<file path="src/rtl/mmu_regctl.sv">
module mmu_regctl #(
  parameter int DW          = 32,
  parameter int AW          = 32,
  parameter int SPACE_W     = 8,
  parameter int IDX_LSB     = 8,
  parameter int IDX_W       = 4,
  parameter int PAGE_BITS   = 12,
  parameter int MAX_LEVEL   = 4,
  parameter int SPACE_FLUSH = 3,
  parameter int SPACE_REGS  = 4,
  parameter int CTRL_REG    = 0,
  parameter int CTX_REG     = 2,
  parameter int FSTAT_REG   = 3,
  parameter int FADDR_REG   = 4
) (
  input  logic               clk,
  input  logic               rst_n,
  input  logic               acc_vld,
  input  logic               acc_wr,
  input  logic [SPACE_W-1:0] acc_space,
  input  logic [AW-1:0]      acc_addr,
  input  logic [DW-1:0]      acc_wdata,
  output logic [DW-1:0]      rd_data,
  output logic               probe_req,
  output logic [AW-1:0]      probe_addr,
  output logic [IDX_W-1:0]   probe_level,
  input  logic [DW-1:0]      probe_rdata,
  input  logic               flt_wr,
  input  logic [DW-1:0]      flt_status,
  input  logic [DW-1:0]      flt_addr,
  output logic               pflush_req,
  output logic [AW-1:0]      pflush_addr,
  output logic               fflush_req
);

  localparam int NREG = 1 << IDX_W;
  localparam logic [DW-1:0] CTRL_MASK = DW'(3);

  logic [DW-1:0]    regs [NREG];
  logic [IDX_W-1:0] idx;
  logic             is_reg, is_fp, ld_reg, st_reg, lvl_ok;
  logic             ctrl_chg, ctx_chg, pf_hit, ff_hit;
  logic [DW-1:0]    rd_next;

  assign idx    = acc_addr[IDX_LSB +: IDX_W];
  assign is_reg = acc_vld && (acc_space == SPACE_W'(SPACE_REGS));
  assign is_fp  = acc_vld && (acc_space == SPACE_W'(SPACE_FLUSH));
  assign ld_reg = is_reg && !acc_wr;
  assign st_reg = is_reg && acc_wr;
  assign lvl_ok = idx <= IDX_W'(MAX_LEVEL);

  assign ctrl_chg = st_reg && (idx == IDX_W'(CTRL_REG)) &&
                    ((acc_wdata & CTRL_MASK) != regs[CTRL_REG]);
  assign ctx_chg  = st_reg && (idx == IDX_W'(CTX_REG)) &&
                    (acc_wdata != regs[CTX_REG]);
  assign pf_hit   = is_fp && acc_wr && (idx == '0);
  assign ff_hit   = ctrl_chg || ctx_chg || (is_fp && acc_wr && (idx != '0) && lvl_ok);

  assign probe_req   = is_fp && !acc_wr && lvl_ok;
  assign probe_addr  = acc_addr;
  assign probe_level = idx;

  assign rd_next = ld_reg    ? regs[idx] :
                   probe_req ? probe_rdata : '0;

  always_ff @(posedge clk) begin
    if (!rst_n) begin
      rd_data     <= '0;
      pflush_req  <= 1'b0;
      pflush_addr <= '0;
      fflush_req  <= 1'b0;
    end else begin
      if (acc_vld && !acc_wr) rd_data <= rd_next;
      pflush_req <= pf_hit;
      fflush_req <= ff_hit;
      if (pf_hit) pflush_addr <= {acc_addr[AW-1:PAGE_BITS], PAGE_BITS'(0)};
    end
  end

  for (genvar g = 0; g < NREG; g++) begin : g_reg
    logic sel;
    assign sel = (idx == IDX_W'(g));
    if (g == FSTAT_REG) begin : g_fstat
      always_ff @(posedge clk) begin
        if (!rst_n)              regs[g] <= '0;
        else if (flt_wr)         regs[g] <= flt_status;
        else if (ld_reg && sel)  regs[g] <= '0;
      end
    end else if (g == FADDR_REG) begin : g_faddr
      always_ff @(posedge clk) begin
        if (!rst_n)      regs[g] <= '0;
        else if (flt_wr) regs[g] <= flt_addr;
      end
    end else if (g == CTRL_REG) begin : g_ctrl
      always_ff @(posedge clk) begin
        if (!rst_n)              regs[g] <= '0;
        else if (st_reg && sel)  regs[g] <= acc_wdata & CTRL_MASK;
      end
    end else begin : g_plain
      always_ff @(posedge clk) begin
        if (!rst_n)              regs[g] <= '0;
        else if (st_reg && sel)  regs[g] <= acc_wdata;
      end
    end
  end

  AST_PF_ALIGNED: assert property (@(posedge clk) disable iff (!rst_n)
    pflush_req |-> pflush_addr[PAGE_BITS-1:0] == '0);
  AST_FLUSH_EXCL: assert property (@(posedge clk) disable iff (!rst_n)
    !(pflush_req && fflush_req));
  AST_FSTAT_CLEARED: assert property (@(posedge clk) disable iff (!rst_n)
    (ld_reg && idx == IDX_W'(FSTAT_REG) && !flt_wr) |=> regs[FSTAT_REG] == '0);
  AST_CTRL_BITS: assert property (@(posedge clk) disable iff (!rst_n)
    (st_reg && idx == IDX_W'(CTRL_REG)) |=>
      regs[CTRL_REG] == ($past(acc_wdata) & CTRL_MASK));
  AST_FADDR_RO: assert property (@(posedge clk) disable iff (!rst_n)
    (st_reg && idx == IDX_W'(FADDR_REG) && !flt_wr) |=> $stable(regs[FADDR_REG]));
  AST_PROBE_ZERO: assert property (@(posedge clk) disable iff (!rst_n)
    (is_fp && !acc_wr && !lvl_ok) |=> rd_data == '0);
  AST_FLUSH_SRC: assert property (@(posedge clk) disable iff (!rst_n)
    (fflush_req || pflush_req) |-> $past(acc_vld && acc_wr));

endmodule

</file>
<file path="config.mk">
export PLATFORM = sky130hd
export DESIGN_NAME = mmu_regctl
export DESIGN_NICKNAME = d
export VERILOG_FILES = /design/src/rtl/mmu_regctl.sv
export SDC_FILE = /design/constraint.sdc
export NUM_CORES = 1
export LEC_CHECK = 0
export ABC_AREA = 1
export BUFFER_PORTS_ARGS = -buffer_cell sky130_fd_sc_hd__buf_4
export CAP_MARGIN = 10
export CORE_UTILIZATION = 39
export DETAILED_ROUTE_END_ITERATION = 8
export GPL_TIMING_DRIVEN = 0
export SYNTH_ARGS = -nofsm -noshare
export SYNTH_HDL_FRONTEND = slang
export SYNTH_SLANG_ARGS = --single-unit
</file>
<file path="constraint.sdc">
create_clock -name clk -period 6 [get_ports clk]
set_input_delay 1.8 -clock clk [delete_from_list [all_inputs] [get_ports clk]]
set_output_delay 1.8 -clock clk [all_outputs]
set_load 0.02 [all_outputs]
</file>
# After elaboration in Yosys (flattened, before gate mapping)

Memory sizes are Yosys's and may differ from the RTL's.
Index checks and enable logic that the tools add are counted.

Flip-flop bits (word level): 54
Bits in latches: 0
Memory bits (writable): 512
Bits in read-only memories: 0
Input port bits: 173
Memories: 1

Memory list:

| name | depth | bits a word | read ports | clocked after memory_dff | write ports | RTL line | text |
|---|---|---|---|---|---|---|---|
| regs | 16    | 32          | 3          | 0                        | 16          | 39       | `logic [DW-1:0] regs [NREG];` |

Add/sub/neg operators: 0
Multipliers: 0
Div/mod/pow operators: 0
Magnitude comparators: 1
Equality and inequality tests: 18
Shift operators: 0
Muxes and demuxes: 69
Bitwise gates (word level): 17
Reductions and logical operators: 33

Operators by type and width:

| kind               | count |
|---|---|
| $mux 32            | 19 |
| $mux 1             | 50 |
| $eq 4x4->1 const B | 8 |
| $ne 2x32->1        | 1 |
| $ne 32x32->1       | 1 |
| $logic_and 1x1->1  | 28 |
| $or 1x1->1         | 17 |
| $eq 4x3->1 const B | 3 |
| $eq 4x2->1 const B | 2 |
| $eq 8x2->1 const B | 1 |
| $eq 8x3->1 const B | 1 |
| $eq 4x1->1 const B | 1 |
| $le 4x3->1 const B | 1 |
| $logic_not 4->1    | 1 |
| $reduce_bool 4->1  | 1 |
| $logic_or 1x1->1   | 2 |
| $logic_not 1->1    | 1 |

# Depth between registers and ports, before layout

Depth in word-level cells: 9
Gate-level depth with buffers: 14
Gate-level depth less buffers: 11

# Least setup slack after synthesis

No wires, ideal clock.

Path type: in2reg
Start: in acc_space[7]
End: mem regs[3][0], enable pin
Library setup time: 0.470 ns
Arrival time: 4.960 ns
Data required time: 5.530 ns
Path slack: 0.570 ns
Stages on the path: 6
Path buffers: 1
Path through: nor2_1 -> nand3_2 -> nor2_1 -> nand2_1 -> clkbuf_1 -> o31ai_1

RTL lines:

| element            | RTL line | text |
|---|---|---|
| start: declaration | 20       | `input logic [SPACE_W-1:0] acc_space,` |
| end: declaration   | 39       |  |

# Final worst setup path

Start: in acc_addr[8]
End: out probe_req

Longest elaborated chain between the ends: 2

RTL lines:

| element            | RTL line | text |
|---|---|---|
| start: declaration | 21       | `input logic [AW-1:0] acc_addr,` |
| $le 4x3->1         | 50       | `assign lvl_ok = idx <= IDX_W'(MAX_LEVEL);` |
| $logic_and 1x1->1  | 59       | `assign probe_req = is_fp && !acc_wr && lvl_ok;` |
| end: declaration   | 24       | `output logic probe_req,` |

Every way passes these cells.

==> flow_metrics.py <==
metrics = {
    "clock_network": {
        "path_clk_slew_ns": 0.06,
        "cts_hold_buf": 0,
        "cts_buffers": 57,
        "clockRootBuffer": "clkbuf_16",
        "clock_latency_ns": 0.63,
        "cts_tree": "built",
        "cts_max_path_buffers": 3,
        "cts-resized-gates": 0,
        "htreeDepth": 2,
        "post_cts_buffers": 0,
        "cts_sinks": 536,
    },
    "critical_path": {
        "r2r_slack_ns": 3.76,
        "ff2ff_path_depth": 8,
        "cp_num_cells": 8,
        "cp_common_cell": "buf_2",
        "path_max_fanout": 10,
        "crit_slowest_cell": "a21oi_1",
        "crit_family": "buffers and inverters",
        "cp-start-kind": "primary input",
        "crit_required_ns": 4.20,
        "cp-end-kind": "primary output",
        "crit_type": "primary input to primary output",
        "cp-startpoint": "acc_addr[8]",
        "path_cells": "buf_2 > inv_2 > nand2_1 > a21oi_1 > nand3_1 > inv_1 > buf_2 > buf_4",
        "r2r-start": "regs[2][19]",
        "crit_end": "probe_req",
        "arrival_ns": 3.39,
        "path_buf_inv": 5,
        "r2r_end": "fflush_req",
        "slowest_delay_ns": 0.31,
    },
    "timing": {
        "holdWs_ns": 0.4650,
        "final_hold_viol_count": 0,
        "rsz0062_at_grt": "no",
        "max_slew_margin_pct": 13.11,
        "timing.final.crit_share_pct": 86.44,
        "fmax_ghz": 0.1928,
        "tns_ns": 0,
        "max_slew.worst_pin.slew_ns": 1.303,
        "clock-skew-final_ns": 0.02133,
        "setup_viol": 0,
        "finalCriticalPeriod_ns": 5.187,
        "finalMaxSlewViolations": 0,
    },
    "floorplanning": {
        "num_io_pins": 276,
        "start_util_pct": 39.47,
        "core_area_mm2": 0.06446,
        "die_area_mm2": 0.06627,
        "die_w_um": 257.4,
        "die_y_um": 257.4,
        "rows": 93,
    },
    "yosys": {
        "yosysMostFrequentCell": "nand2_1",
        "synth_top_flop_cell": "edfxtp_1",
        "synthCells": 2967,
        "synth_top_area_share_pct": 56.88,
        "synth-warning-count": 0,
        "ys_types": 25,
        "async_flop_share_pct": 0,
        "synth-seq-cells": 536,
        "synth_area_mm2": 0.02545,
        "yosys.area.top_type": "edfxtp_1",
        "synth_area_leaders": "edfxtp_1 (57%), nand2_1 (18%), nor2_1 (7.8%)",
        "syn_area_per_cell_um2": 8.577,
        "yosys-top-cells-count": "nand2_1 (1192), nor2_1 (530), edfxtp_1 (482)",
        "yosysSeqAreaShare_pct": 61.13,
        "synth_edf_count": 482,
    },
    "final_layout": {
        "final_area_mm2": 0.03059,
        "finalNetCount": 3473,
        "area.growth.synth_to_final_pct": 20.20,
        "drive_above_1_share_pct": 13.12,
        "antennaDiodeCount": 0,
        "final_util_pct": 47.45,
        "nFillCells": 6340,
        "final_cells": 4202,
    },
    "global_route": {
        "grt_max_degree": 33,
        "antenna_found_initial": 0,
        "grt_pass1_vias": 20366,
        "grt_first_pass_wirelength_um": 137300,
        "track_usage_pct": 28.92,
        "overflow": 0,
    },
    "pwr": {
        "combPwrFrac_pct": 10.5,
        "internal_power_mw": 6.531,
        "power_frac_seq_pct": 49.1,
        "leakagePower_nw": 13.28,
        "p_switching_mw": 2.219,
        "clkPwrFrac_pct": 40.4,
        "switching_share_pct": 25.36,
        "ir_worst_vdd_v": 0.0002096,
        "p_per_area_mw_per_mm2": 286.1,
    },
    "place": {
        "dp.cells": 4096,
        "dp_hpwl_um": 70470,
        "place.gp.congestion": 0.9786,
        "placed_area_mm2": 0.02878,
        "io_buffers": 250,
    },
    "run_status": {
        "run_status": "completed",
    },
    "routing": {
        "routedWlPerCell_um": 23.12,
        "drt-total-wl_um": 97150,
        "drc": 0,
        "vias": 22205,
        "ant_nets": 0,
        "drtIter0Drc": 2966,
        "vias_per_cell": 5.284,
        "drtPass1Iterations": 7,
    },
    "run": {
        "max_cap_viol_count": 0,
    },
    "min_path": {
        "worstHoldPathType": "register to register",
    },
}
cells by family (layout without fill, tap and decap cells):
logic type             Yosys count  count (layout)  synth area share [%]
AND/OR/NAND/NOR               1975            1975                 30.52
flip-flops                     536             536                 61.13
buffers and inverters          370             739                 6.289
AO/OA/AOI/OAI                   60              60                 1.190
XOR/XNOR                        25              25                0.8605
other                            1              12               0.01474
power by group through the flow:
stage / logic [mW] / registers [mW] / clock network [mW]
floorplan: 0.461 / 4.36 / 0
global placement: 0.858 / 4.39 / 0
detailed placement: 0.888 / 4.38 / 0
CTS: 0.892 / 4.30 / 3.54
global route: 0.971 / 4.32 / 3.67
finish: 0.916 / 4.30 / 3.54
per-layer routing:
layer / wire length, µm / global-route usage [%] / share of wire (%) / vias up
li1: - / - / - / 10087
met1: 38200 / 38.88 / 39 / 10636
met2: 43380 / 44.71 / 45 / 1257
met3: 10840 / 6.452 / 11 / 225
met4: 4727 / 12.75 / 4.9 / 0
met5: 0 / 0 / 0 / -
worst min path at each step:
stage,startpoint,to,depth (start not counted)
final,rd_data[8],rd_data[8],2
after global routing,rd_data[13],rd_data[13],2
after CTS,rd_data[8],rd_data[8],2
after detailed placement,rd_data[8],rd_data[8],2
after global placement,rd_data[4],rd_data[4],2
after floorplan,rd_data[23],rd_data[23],2
flip-flops by register name, summed over array words and instances (netlist names):
name         count
fflush_req       1
pflush_addr     20
pflush_req       1
rd_data         32
regs           482
worst register-to-register path, delay by kind of cell (launching register included):
family / cells / cell delay, ns
AND/OR/NAND/NOR: 7 / 1.48
flip-flops: 1 / 0.47
XOR/XNOR: 1 / 0.19
cell type report:
type | instances | area, µm² | share of cell area, %
tap | 855 | 1070 | 3.497
inverter | 120 | 450.4 | 1.473
sequential | 536 | 15550 | 50.85
clock inverter | 26 | 245.2 | 0.8017
multi-input combinational | 2072 | 8406 | 27.48
buffer | 250 | 1150 | 3.759
timing repair buffer | 263 | 2147 | 7.019
clock buffer | 80 | 1565 | 5.117
through the flow:
| stage | total power [mW] | worst slack [ns] |
|---|---|---|
| after floorplan | 4.821 | 0.5700 |
| after global placement | 5.245 | -2.507 |
| after detailed placement | 5.265 | 0.8547 |
| after CTS | 8.729 | 0.8487 |
| after global routing | 8.953 | 0.7504 |
| final | 8.750 | 0.8133 |
cell usage in the layout (no fill, tap or decap), drive strengths merged, types with 5 or more instances in the layout:
cell    synthesis  routed
nand2        1192    1192
nor2          532     532
edfxtp        482     482
buf            81     344
clkbuf        169     249
nor3          132     132
inv           116     117
nand3         101     101
dfxtp          54      54
a21oi          34      34
o21ai          25      25
clkinv          4      24
xnor2          21      21
conb            1      12
or2             9       9
nand4           7       7
bufinv          0       5
Note: power is estimated with default switching activity, not from simulation.
